[src/rtl/uart_csr_pkg.sv]
package uart_csr_pkg;

  // Byte offsets of the registers.
  localparam int OFS_TXQ  = 'h00;
  localparam int OFS_RXQ  = 'h04;
  localparam int OFS_CTL  = 'h08;
  localparam int OFS_STS  = 'h0C;
  localparam int OFS_THR  = 'h10;
  localparam int OFS_BAUD = 'h14;

  // Control bit positions.
  localparam int CB_TXEN   = 12;
  localparam int CB_RXEN   = 13;
  localparam int CB_TXRST  = 22;
  localparam int CB_RXRST  = 23;
  localparam int CB_ERRCLR = 24;
  localparam int CB_RXIE   = 27;
  localparam int CB_TXIE   = 28;

  // Status bit positions.
  localparam int SB_PAR  = 16;
  localparam int SB_FRM  = 17;
  localparam int SB_OVF  = 18;
  localparam int SB_RXE  = 20;
  localparam int SB_TXF  = 21;
  localparam int SB_TXE  = 22;
  localparam int SB_BUSY = 25;

  localparam int THR_W = 8;

  typedef struct packed {
    logic ovf;
    logic frm;
    logic par;
  } err_t;

  function automatic logic [31:0] ctl_mask();
    logic [31:0] m;
    m = '0;
    m[CB_TXEN]   = 1'b1;
    m[CB_RXEN]   = 1'b1;
    m[CB_TXRST]  = 1'b1;
    m[CB_RXRST]  = 1'b1;
    m[CB_ERRCLR] = 1'b1;
    m[CB_RXIE]   = 1'b1;
    m[CB_TXIE]   = 1'b1;
    return m;
  endfunction

  function automatic logic [31:0] pack_status(err_t e, logic rx_empty,
                                              logic tx_full, logic tx_empty,
                                              logic busy);
    logic [31:0] s;
    s = '0;
    s[SB_PAR]  = e.par;
    s[SB_FRM]  = e.frm;
    s[SB_OVF]  = e.ovf;
    s[SB_RXE]  = rx_empty;
    s[SB_TXF]  = tx_full;
    s[SB_TXE]  = tx_empty;
    s[SB_BUSY] = busy;
    return s;
  endfunction

  // Receive side fires once the level reaches the count.
  function automatic logic rx_reached(logic [15:0] level, logic [15:0] count);
    return level >= count;
  endfunction

  // Transmit side fires while the level sits under the count.
  function automatic logic tx_starved(logic [15:0] level, logic [15:0] count);
    return level < count;
  endfunction

endpackage

[src/rtl/csr_fifo.sv]
module csr_fifo #(
  parameter  int DEPTH = 64,
  parameter  int WIDTH = 8,
  localparam int PTR_W = $clog2(DEPTH),
  localparam int CNT_W = PTR_W + 1
) (
  input  logic             clk,
  input  logic             rst_n,
  input  logic             flush,
  input  logic             push,
  input  logic [WIDTH-1:0] push_data,
  input  logic             pop,
  output logic [WIDTH-1:0] head,
  output logic [CNT_W-1:0] count,
  output logic             full,
  output logic             empty,
  output logic             push_ok,
  output logic             push_drop
);

  logic [WIDTH-1:0] mem [DEPTH];
  logic [PTR_W-1:0] wr_ptr, rd_ptr;
  logic             pop_ok;

  function automatic logic [PTR_W-1:0] ptr_next(logic [PTR_W-1:0] p);
    return (p == PTR_W'(DEPTH - 1)) ? '0 : p + 1'b1;
  endfunction

  assign full      = (count == CNT_W'(DEPTH));
  assign empty     = (count == '0);
  assign push_ok   = push && !full && !flush;
  assign push_drop = push && full && !flush;
  assign pop_ok    = pop && !empty && !flush;
  assign head      = mem[rd_ptr];

  always_ff @(posedge clk or negedge rst_n) begin
    if (!rst_n) begin
      wr_ptr <= '0;
      rd_ptr <= '0;
      count  <= '0;
    end else if (flush) begin
      wr_ptr <= '0;
      rd_ptr <= '0;
      count  <= '0;
    end else begin
      if (push_ok) wr_ptr <= ptr_next(wr_ptr);
      if (pop_ok)  rd_ptr <= ptr_next(rd_ptr);
      count <= count + CNT_W'(push_ok) - CNT_W'(pop_ok);
    end
  end

  always_ff @(posedge clk) begin
    if (push_ok) mem[wr_ptr] <= push_data;
  end

endmodule

[src/rtl/csr_err_latch.sv]
module csr_err_latch
  import uart_csr_pkg::*;
(
  input  logic clk,
  input  logic rst_n,
  input  logic clr,
  input  err_t set,
  output err_t flags
);

  always_ff @(posedge clk or negedge rst_n) begin
    if (!rst_n)   flags <= '0;
    else if (clr) flags <= '0;
    else          flags <= flags | set;
  end

endmodule

[src/rtl/csr_irq_gen.sv]
module csr_irq_gen
  import uart_csr_pkg::*;
#(
  parameter int CNT_W = 7
) (
  input  logic             rx_ie,
  input  logic             tx_ie,
  input  logic [CNT_W-1:0] rx_level,
  input  logic [CNT_W-1:0] tx_level,
  input  logic [THR_W-1:0] rx_count,
  input  logic [THR_W-1:0] tx_count,
  output logic             rx_irq,
  output logic             tx_irq,
  output logic             irq
);

  assign rx_irq = rx_ie && rx_reached(16'(rx_level), 16'(rx_count));
  assign tx_irq = tx_ie && tx_starved(16'(tx_level), 16'(tx_count));
  assign irq    = rx_irq || tx_irq;

endmodule

[src/rtl/uart_csr_front.sv]
module uart_csr_front
  import uart_csr_pkg::*;
#(
  parameter  int DEPTH  = 64,
  parameter  int ADDR_W = 5,
  parameter  int DATA_W = 8,
  localparam int CNT_W  = $clog2(DEPTH) + 1
) (
  input  logic              clk,
  input  logic              rst_n,
  input  logic              bus_req,
  input  logic              bus_we,
  input  logic [ADDR_W-1:0] bus_addr,
  input  logic [31:0]       bus_wdata,
  output logic [31:0]       bus_rdata,
  output logic [DATA_W-1:0] tx_data,
  output logic              tx_valid,
  input  logic              tx_ready,
  input  logic              tx_busy,
  input  logic [DATA_W-1:0] rx_data,
  input  logic              rx_valid,
  input  logic              rx_par_err,
  input  logic              rx_frm_err,
  output logic [31:0]       baud_cfg,
  output logic              tx_idle,
  output logic              irq
);

  localparam logic [31:0] CTL_MASK = ctl_mask();

  logic [31:0]      ctl_q;
  logic [15:0]      thr_q;
  logic [31:0]      baud_q;

  // Decoded bus events.
  logic ev_wr, ev_rd;
  logic ev_txq_wr, ev_rxq_rd, ev_ctl_wr, ev_thr_wr, ev_baud_wr;

  // Control fields.
  logic ctl_txen, ctl_rxen, tx_flush, rx_flush, err_clr, rx_ie, tx_ie;

  // FIFO state.
  logic [DATA_W-1:0] tx_head, rx_head;
  logic [CNT_W-1:0]  tx_cnt, rx_cnt;
  logic tx_full, tx_empty, rx_full, rx_empty;
  logic tx_push_ok, tx_drop, rx_push, rx_push_ok, rx_drop, tx_pop;

  err_t err_set, err_q;
  logic rx_irq, tx_irq;

  assign ev_wr      = bus_req && bus_we;
  assign ev_rd      = bus_req && !bus_we;
  assign ev_txq_wr  = ev_wr && (bus_addr == ADDR_W'(OFS_TXQ));
  assign ev_ctl_wr  = ev_wr && (bus_addr == ADDR_W'(OFS_CTL));
  assign ev_thr_wr  = ev_wr && (bus_addr == ADDR_W'(OFS_THR));
  assign ev_baud_wr = ev_wr && (bus_addr == ADDR_W'(OFS_BAUD));
  assign ev_rxq_rd  = ev_rd && (bus_addr == ADDR_W'(OFS_RXQ));

  assign ctl_txen = ctl_q[CB_TXEN];
  assign ctl_rxen = ctl_q[CB_RXEN];
  assign tx_flush = ctl_q[CB_TXRST];
  assign rx_flush = ctl_q[CB_RXRST];
  assign err_clr  = ctl_q[CB_ERRCLR];
  assign rx_ie    = ctl_q[CB_RXIE];
  assign tx_ie    = ctl_q[CB_TXIE];

  always_ff @(posedge clk or negedge rst_n) begin
    if (!rst_n) begin
      ctl_q  <= '0;
      thr_q  <= '0;
      baud_q <= '0;
    end else begin
      if (ev_ctl_wr)  ctl_q  <= bus_wdata & CTL_MASK;
      if (ev_thr_wr)  thr_q  <= bus_wdata[15:0];
      if (ev_baud_wr) baud_q <= bus_wdata;
    end
  end

  assign tx_valid = ctl_txen && !tx_empty;
  assign tx_pop   = tx_valid && tx_ready;
  assign tx_data  = tx_head;

  csr_fifo #(.DEPTH(DEPTH), .WIDTH(DATA_W)) i_txq (
    .clk       (clk),
    .rst_n     (rst_n),
    .flush     (tx_flush),
    .push      (ev_txq_wr),
    .push_data (bus_wdata[DATA_W-1:0]),
    .pop       (tx_pop),
    .head      (tx_head),
    .count     (tx_cnt),
    .full      (tx_full),
    .empty     (tx_empty),
    .push_ok   (tx_push_ok),
    .push_drop (tx_drop)
  );

  assign rx_push = rx_valid && ctl_rxen;

  csr_fifo #(.DEPTH(DEPTH), .WIDTH(DATA_W)) i_rxq (
    .clk       (clk),
    .rst_n     (rst_n),
    .flush     (rx_flush),
    .push      (rx_push),
    .push_data (rx_data),
    .pop       (ev_rxq_rd),
    .head      (rx_head),
    .count     (rx_cnt),
    .full      (rx_full),
    .empty     (rx_empty),
    .push_ok   (rx_push_ok),
    .push_drop (rx_drop)
  );

  assign err_set.par = rx_push_ok && rx_par_err;
  assign err_set.frm = rx_push_ok && rx_frm_err;
  assign err_set.ovf = tx_drop || rx_drop;

  csr_err_latch i_err (
    .clk   (clk),
    .rst_n (rst_n),
    .clr   (err_clr),
    .set   (err_set),
    .flags (err_q)
  );

  csr_irq_gen #(.CNT_W(CNT_W)) i_irq (
    .rx_ie    (rx_ie),
    .tx_ie    (tx_ie),
    .rx_level (rx_cnt),
    .tx_level (tx_cnt),
    .rx_count (thr_q[THR_W-1:0]),
    .tx_count (thr_q[2*THR_W-1:THR_W]),
    .rx_irq   (rx_irq),
    .tx_irq   (tx_irq),
    .irq      (irq)
  );

  assign baud_cfg = baud_q;
  assign tx_idle  = tx_empty && !tx_busy;

  always_comb begin
    bus_rdata = '0;
    case (bus_addr)
      ADDR_W'(OFS_RXQ):  bus_rdata = rx_empty ? '0 : 32'(rx_head);
      ADDR_W'(OFS_CTL):  bus_rdata = ctl_q;
      ADDR_W'(OFS_STS):  bus_rdata = pack_status(err_q, rx_empty, tx_full,
                                                 tx_empty, tx_busy);
      ADDR_W'(OFS_THR):  bus_rdata = 32'(thr_q);
      ADDR_W'(OFS_BAUD): bus_rdata = baud_q;
      default:           bus_rdata = '0;
    endcase
  end

endmodule

[config.mk]
export PLATFORM = sky130hd
export DESIGN_NAME = uart_csr_front
export DESIGN_NICKNAME = d
export VERILOG_FILES = /design/src/rtl/uart_csr_pkg.sv /design/src/rtl/csr_fifo.sv /design/src/rtl/csr_err_latch.sv /design/src/rtl/csr_irq_gen.sv /design/src/rtl/uart_csr_front.sv
export SDC_FILE = /design/constraint.sdc
export NUM_CORES = 1
export LEC_CHECK = 0
export BUFFER_PORTS_ARGS = -buffer_cell sky130_fd_sc_hd__buf_2
export CORE_MARGIN = 2
export CORE_UTILIZATION = 35
export DETAILED_ROUTE_END_ITERATION = 16
export RECOVER_POWER = 25
export SYNTH_ARGS = -nofsm -noshare
export SYNTH_HDL_FRONTEND = slang
export SYNTH_HIERARCHICAL = 1
export SYNTH_SLANG_ARGS = --single-unit
[constraint.sdc]
create_clock -name clk -period 8.9 [get_ports clk]
set_clock_uncertainty 0.2 [all_clocks]
set_input_delay 1.335 -clock clk [delete_from_list [all_inputs] [get_ports clk]]
set_output_delay 1.335 -clock clk [all_outputs]
set_load 0.01 [all_outputs]
=== Word level (Yosys, flattened, before mapping) ===
Memory sizes are Yosys's and may differ from the RTL's.
Cells that the tools add are included.

* Register bits: 96
* Bits in writable memories: 1024
* Output and inout bits: 75
* Word-level logic and storage cells: 101
* Memories: 2

{| class="wikitable"
|+ Memories
! name !! depth !! width !! rd ports !! clocked after Yosys merged registers in !! wr ports !! line !! text
|-
| i_rxq.mem || 64 || 8 || 1 || 0 || 1 || csr_fifo.sv:21 || <nowiki>logic [WIDTH-1:0] mem [DEPTH];</nowiki>
|-
| i_txq.mem || 64 || 8 || 1 || 0 || 1 || csr_fifo.sv:21 ||
|}

* $add $sub $neg: 8
* Magnitude comparators: 2
* Equality and inequality tests: 11
* Mux-type cells: 21
* Bitwise gates (word level): 1
* Reductions and logical operators: 44

{| class="wikitable"
|+ Operators by type and width
! operator !! count
|-
| 32-bit one-hot mux with 5 select lines || 1
|-
| 6-bit two-way mux || 12
|-
| 1-bit logical AND || 27
|-
| 6-bit by 1-bit adder with 6-bit output, second input constant || 4
|-
| 6-bit == test, second input constant || 4
|-
| 7-bit by 1-bit adder with 7-bit output || 2
|-
| 7-bit == test, second input constant || 2
|-
| 7-bit zero test || 2
|-
| 7-bit two-way mux || 2
|-
| 7-bit by 1-bit subtractor with 7-bit output || 2
|-
| 5-bit by 4-bit == test with 1-bit output, second input constant || 2
|-
| 5-bit == test, second input constant || 2
|-
| 7-bit by 8-bit >= comparator with 1-bit output || 1
|-
| 1-bit zero test || 8
|-
| 7-bit by 8-bit < comparator with 1-bit output || 1
|-
| 8-bit two-way mux || 1
|-
| 2-bit nonzero test || 4
|-
| 5-bit by 3-bit == test with 1-bit output, second input constant || 1
|-
| 5-bit zero test || 1
|-
| 1-bit two-way mux || 4
|-
| 3-bit two-way mux || 1
|-
| 3-bit bitwise OR || 1
|-
| 1-bit logical OR || 2
|}

=== Depth between registers and ports, before layout ===
Gate-level depths: netlist (run 1).

* Depth after elaboration: 8
* Mapped depth: 19
* Mapped depth without buffers: 19

=== Hierarchy ===
Netlist (run 1), hierarchy kept.

{| class="wikitable"
|+ Modules (own cells, without submodules)
! module !! times used !! cells an instance !! area an instance (µm²) !! seq. area each (µm²)
|-
| csr_fifo at i_rxq || 1 || 1027 || 21241.6 || 15850.2
|-
| csr_fifo at i_txq || 1 || 1034 || 21171.6 || 15850.2
|-
| uart_csr_front || 1 || 195 || 2647.5 || 1376.3
|-
| csr_irq_gen || 1 || 48 || 354.1 || 0.0
|-
| csr_err_latch || 1 || 6 || 105.1 || 75.1
|}

=== Least setup slack after synthesis (run 1) ===
OpenSTA, ideal clock, no wires.

* Path type: input to register
* Start point: in bus_addr[2]
* End point: reg i_txq.count[6]
* Arrival time: 4.326 ns
* Data required time: 8.564 ns
* Path slack: 4.238 ns
* Cell stages on the path: 17
* Cells stage by stage: or3_1 > buf_2 > nor4_1 > inv_1 > a211oi_2 > inv_1 > ha_1 > inv_1 > ha_1 > inv_1 > fa_1 > nand2b_1 > a21oi_1 > o21ai_0 > a21oi_1 > or3_1 > a21oi_1

* Cells in the longest elaborated chain, start to end: 7

{| class="wikitable"
|+ Ends and longest elaborated chain
! item !! line !! text
|-
| start: declaration || uart_csr_front.sv:13 || <nowiki>input logic [ADDR_W-1:0] bus_addr,</nowiki>
|-
| 5-bit zero test || uart_csr_front.sv:53 || <nowiki>assign ev_txq_wr = ev_wr && (bus_addr == ADDR_W'(OFS_TXQ));</nowiki>
|-
| 1-bit logical AND || uart_csr_front.sv:53 ||
|-
| named net ev_txq_wr || uart_csr_front.sv:37 || <nowiki>logic ev_txq_wr, ev_rxq_rd, ev_ctl_wr, ev_thr_wr, ev_baud_wr;</nowiki>
|-
| 1-bit logical AND (2 in series) || csr_fifo.sv:31 || <nowiki>assign push_ok = push && !full && !flush;</nowiki>
|-
| named net tx_push_ok || uart_csr_front.sv:46 || <nowiki>logic tx_push_ok, tx_drop, rx_push, rx_push_ok, rx_drop, tx_pop;</nowiki>
|-
| 7-bit by 1-bit adder with 7-bit output || csr_fifo.sv:48 || <nowiki>count <= count + CNT_W'(push_ok) - CNT_W'(pop_ok);</nowiki>
|-
| 7-bit by 1-bit subtractor with 7-bit output || csr_fifo.sv:48 ||
|-
| 7-bit two-way mux || csr_fifo.sv:41 || <nowiki>end else if (flush) begin</nowiki>
|-
| end signal: assignment || csr_fifo.sv:48 ||
|-
| end: declaration || csr_fifo.sv:14 || <nowiki>output logic [CNT_W-1:0] count,</nowiki>
|}

The timed path passes the listed nets, and every way through them passes these cells.
A chain may end at the register's enable or synchronous reset.

=== Worst setup path in the final report (run 1) ===
* Start point: reg i_txq.rd_ptr[0]
* End point: out tx_data[0]

* Cells in the longest elaborated chain, start to end: 1

{| class="wikitable"
|+ Ends and longest elaborated chain
! item !! line !! text
|-
| start: declaration || csr_fifo.sv:22 || <nowiki>logic [PTR_W-1:0] wr_ptr, rd_ptr;</nowiki>
|-
| start signal: assignment || csr_fifo.sv:47 || <nowiki>if (pop_ok) rd_ptr <= ptr_next(rd_ptr);</nowiki>
|-
| memory 64 x 8 bit || - ||
|-
| end: declaration || uart_csr_front.sv:16 || <nowiki>output logic [DATA_W-1:0] tx_data,</nowiki>
|}

Every way passes these cells.

==> flow_metrics.tcl, run 1 <==
set metrics [dict create \
    clockPowerShare 0.375 \
    critPathArrivalTime_ns 4.36 \
    cts_setup_buffers 0 \
    wl_um 105000 \
    hold_start "i_err/flags[0]" \
    finalSetupViolCount 0 \
    violations "max-capacitance violations, max-slew violations" \
    grt_overflow 0 \
    final_cell_area_um2 51300 \
    first_pass_iters 5 \
    r2r_setup_slack_ns 4.49 \
    postLayoutCoreUtil 0.397 \
    ys_warn_count 6 \
    ir_drop_uv 167 \
    layout_commonest_cell "edfxtp_1" \
    drive_gt1_frac 0.255 \
    syn_inst 2307 \
    switching_share 0.247 \
    relSlewSlack -1.32 \
    period_needed_ns 5.90 \
    hold_viol_final 0 \
    fin_tns_setup_ns 0 \
    htree_levels 3 \
    grtUsageTotal 0.157 \
    rr_endpoint "i_rxq/mem[39][7]" \
    die_y_um 365 \
    gr-usage-met3 0.0259 \
    use_met2 0.261 \
    status "finished, violations left" \
    syn_avg_cell_area_um2 19.7 \
    fp.dieArea_um2 133000 \
    cts_tree "done" \
    achievable-frequency_mhz 170 \
    critPathKind "register to output pin" \
    p_sw_mw 3.03 \
    hold_slack_ns 0.292 \
    drtIter0Drc 2406 \
    cts-resized-gates 0 \
    crit_fanout 55 \
    start_util 0.352 \
    combPwrFrac 0.133 \
    cts_made_buffers 109 \
    final_cell_mix "edfxtp_1, mux4_2, nor2_1" \
    cts_sinks 1120 \
    grt_max_degree 75 \
    rsz0062_at_grt "no" \
    hold_class "register to register" \
    n_fill_cell 11400 \
    holdBufCountCts 0 \
    drv_slew 906 \
    wl_per_cell_um 24.4 \
    worstHoldEndpoint "i_err/flags[0]" \
    grt_pass1_vias 23400 \
    use_met1 0.211 \
    required_ns 7.36 \
    dp_hpwl_um 65300 \
    grt_most_used_layer "met2" \
    grt_pass1_wl_um 155000 \
    cts.clk_slew.worst_paths_ns 0.06 \
    reg2reg_from "i_rxq/count[3]" \
    whs_path_depth 1 \
    clock_path_buffers 3 \
    rows 132 \
    clockRootBuffer "clkbuf_16" \
    multi_input_area_um2 11400 \
    pwr-share-seq 0.491 \
    remaining_drc_errors 0 \
    core_um2 129000 \
    finalCritPeriodShare 0.663 \
    drv_cap 14 \
    gp_congestion 0.879 \
    viasPerCell 5.27 \
    tightest_slew_ns 3.48 \
    layout.nets 2544 \
    post_dp_cell_area_um2 47800 \
    crit_path_end_kind "output pin" \
    cp-start-kind "register" \
    io_buffers 128 \
    mappedNetlistArea_um2 45500 \
    num_vias 22600 \
    antenna_found_initial 5 \
    die_x_um 365 \
    register_area_um2 33200 \
    syn_nets 2398 \
    p_per_area_nw_per_um2 239 \
    internal_power_mw 9.22 \
    final_antenna_net_count 0 \
    reg2reg_depth 8 \
    power_mw 12.2 \
    area_growth_pct 12.8 \
    clk_latency_ns 0.73 \
    pin_count 129 \
    power.leakage_nw 16.2 \
]
## flip-flops by register name, summed over array words and instances (netlist names), 7 cells and up
register,count
thr_q,16
i_rxq/count,7
i_txq/count,7
baud_cfg,32
ctl_q,7
i_rxq/mem,512
i_txq/mem,512
## worst max-delay path, cell delays in order (launching register included)
cell	delay (ns)
dfrtp_4	0.88
buf_4	0.96
mux4_2	0.64
mux4_2	0.51
nand3_1	0.11
o21ai_0	0.24
buf_2	0.22
## how the worst max path moves through the flow
stage	start	slack, ns	to	cells after the start
finish	i_txq/rd_ptr[0]	3.00	tx_data[0]	6
CTS	i_txq/rd_ptr[0]	2.86	tx_data[0]	6
global route	i_txq/rd_ptr[0]	2.64	tx_data[0]	8
floorplan	bus_addr[2]	4.24	i_txq/count[6]	17
global placement	bus_addr[2]	3.41	i_txq/mem[6][0]	9
detailed placement	bus_addr[2]	3.29	i_txq/mem[39][4]	7
## metrics by stage
stage / setup WS, ns / cells
floorplan: 4.24 / 2307
global placement: 3.41 / 4084
detailed placement: 3.29 / 4084
CTS: 2.86 / 4288
global route: 2.64 / 4288
finish: 3.00 / 4289
## cell type report
| cell class | count | area share |
|---|---|---|
| tap | 1742 | 0.0425 |
| sequential | 1120 | 0.646 |
| timing repair buffer | 157 | 0.0159 |
| multi-input combinational | 1019 | 0.222 |
| clock buffer | 130 | 0.0551 |
| clock inverter | 74 | 0.0151 |
| inverter | 46 | 0.00336 |
| antenna | 1 | 0.0000487 |
## routing by layer
| metal | part of all wire | routed length [um] |
|---|---|---|
| met5 | 0.00024 | 25 |
| met4 | 0.025 | 2600 |
| met3 | 0.063 | 6590 |
| met2 | 0.50 | 52100 |
| met1 | 0.41 | 43400 |
## power groups by stage
stage / Clock, mW / Sequential (mW) / Combinational [mW]
6_report: 4.59 / 6.02 / 1.63
5_1_grt: 4.90 / 6.04 / 1.78
4_1_cts: 4.70 / 6.01 / 1.66
3_5_place_dp: 0 / 6.12 / 1.65
3_3_place_gp: 0 / 6.12 / 1.61
2_1_floorplan: 0 / 6.00 / 1.28
Power figures use the tool's default switching activity.
==> run 2: changes to the inputs <==
clock period = 5.03 ns   (was 8.9 ns; I/O delays follow)
==> flow_metrics.tcl, run 2 (same netlist as run 1, synthesis figures left out) <==
set metrics [dict create \
    relSlewSlack -1.39 \
    grt_pass1_vias 23800 \
    period_needed_ns 4.81 \
    drtIter0Drc 2439 \
    grt_overflow 0 \
    htree_levels 3 \
    grt_pass1_wl_um 157000 \
    viasPerCell 5.22 \
    crit_path_end_kind "output pin" \
    power.leakage_nw 16.9 \
    critPathArrivalTime_ns 3.86 \
    cts.clk_slew.worst_paths_ns 0.07 \
    path_cells "mux4_2 -> mux2i_1 -> o311ai_0 -> o22ai_1 -> nor2_1 -> o2bb2ai_1 -> buf_2" \
    final_cell_mix "edfxtp_1, mux4_2, nor2_1" \
    cts_sinks 1120 \
    rows 132 \
    worst_slack_ns 0.219 \
    cts-resized-gates 0 \
    cts_made_buffers 109 \
    cts_tree "done" \
    hold_start "bus_wdata[26]" \
    grtUsageTotal 0.159 \
    crit_fanout 29 \
    rsz0062_at_grt "no" \
    pin_count 129 \
    clk_latency_ns 0.72 \
    io_buffers 128 \
    drive_gt1_frac 0.282 \
    critPathKind "register to output pin" \
    hold_viol_final 0 \
    start_util 0.352 \
    first_pass_iters 5 \
    status "finished, violations left" \
    power_mw 22.0 \
    num_vias 23000 \
    required_ns 4.08 \
    critPathSlowestCell "dfrtp_2" \
    dp_hpwl_um 66900 \
    reg2reg_from "i_txq/count[2]" \
    die_y_um 365 \
    achievable-frequency_mhz 208 \
    gp_congestion 0.826 \
    final_cell_area_um2 52400 \
    fin_tns_setup_ns 0 \
    final_antenna_net_count 0 \
    layout.nets 2653 \
    finalCritPeriodShare 0.957 \
    tightest_slew_ns 3.58 \
    wl_um 106000 \
    area_growth_pct 15.2 \
    ir_drop_uv 296 \
    n_fill_cell 11400 \
    drv_cap 13 \
    violations "max-capacitance violations, max-slew violations" \
    antenna_found_initial 10 \
    die_x_um 365 \
    fp.dieArea_um2 133000 \
    slowest_delay_ns 0.95 \
    grt_max_degree 67 \
    wl_per_cell_um 24.0 \
    core_um2 129000 \
    drv_slew 861 \
    remaining_drc_errors 0 \
    post_dp_cell_area_um2 48700 \
    clock_path_buffers 3 \
    p_per_area_nw_per_um2 420 \
    hold_class "input pin to register" \
    startpoint "i_rxq/rd_ptr[2]" \
    clockRootBuffer "clkbuf_16" \
    layout_commonest_cell "edfxtp_1" \
    cp-start-kind "register" \
    finalSetupViolCount 0 \
    pre_cts_ws_ns 0.208 \
]
run 2: cell types whose count changed in the layout (fill, tap and decap cells not counted), moves of 4 or more:
cell,change
clkbuf_1,-4
bufinv_16,+8
buf_4,+97
clkinvlp_4,-7
clkinv_1,+8
dlygate4sd3_1,+4
buf_12,+9
run 2: through the flow:
stage	hold WS, ns	utilization	std cells
after floorplan	0.259	-	2307
after global placement	0.288	0.376	4188
after detailed placement	0.281	0.376	4188
after CTS	0.00314	0.405	4394
after global routing	0.0347	0.405	4395
final	0.0695	0.405	4396
run 2: area by class of cell:
type | count | area, um2 | area share
diodes | 1 | 2.50 | 0.0000477
clock buffers | 129 | 2830 | 0.0541
clock inverters | 73 | 895 | 0.0171
repair buffers | 266 | 1760 | 0.0337
inverters | 46 | 173 | 0.00329
flip-flops and latches | 1120 | 33200 | 0.633
well taps | 1742 | 2180 | 0.0416
multi-input cells | 1019 | 11400 | 0.217
run 2: worst max-delay path: cells and delay by family, from the launching register on:
family                 cells  cell delay (ns)
multiplexers               2             0.48
AND/OR/NAND/NOR            1             0.51
AO/OA/AOI/OAI              3             0.97
flip-flops                 1             0.95
buffers and inverters      1             0.16
run 2: power by group:
group | internal (mW) | total [mW] | switching [mW]
clock network | 4.96 | 8.42 | 3.46
registers | 10.3 | 10.6 | 0.262
logic | 1.45 | 3.00 | 1.55
run 2: final timing paths:
kind                                   end  slack (ns)  depth (start not counted)
setup / recovery              bus_rdata[7]        0.22                          7
hold / removal                baud_cfg[26]        0.07                          2
setup reg to reg            i_txq/count[6]        0.90                         19
max in group asynchronous  i_rxq/wr_ptr[1]        3.05                          3
min in group asynchronous     baud_cfg[22]        0.44                          2
hold reg to reg             i_err/flags[0]        0.29                          1
run 2: routing by layer:
layer	global-route usage	share of wire	up-vias
met1	0.217	0.42	12200
met5	0	0.00032	-
met4	0.0470	0.024	6
met2	0.260	0.49	781
li1	-	-	9876
met3	0.0272	0.065	147
run 2: timing repair:
action                                  4_1_cts  5_1_grt
hold buffers                                  4        0
buffers inserted                              0        1
endpoints found under the setup margin        0        6
endpoints found under the hold margin        52        0
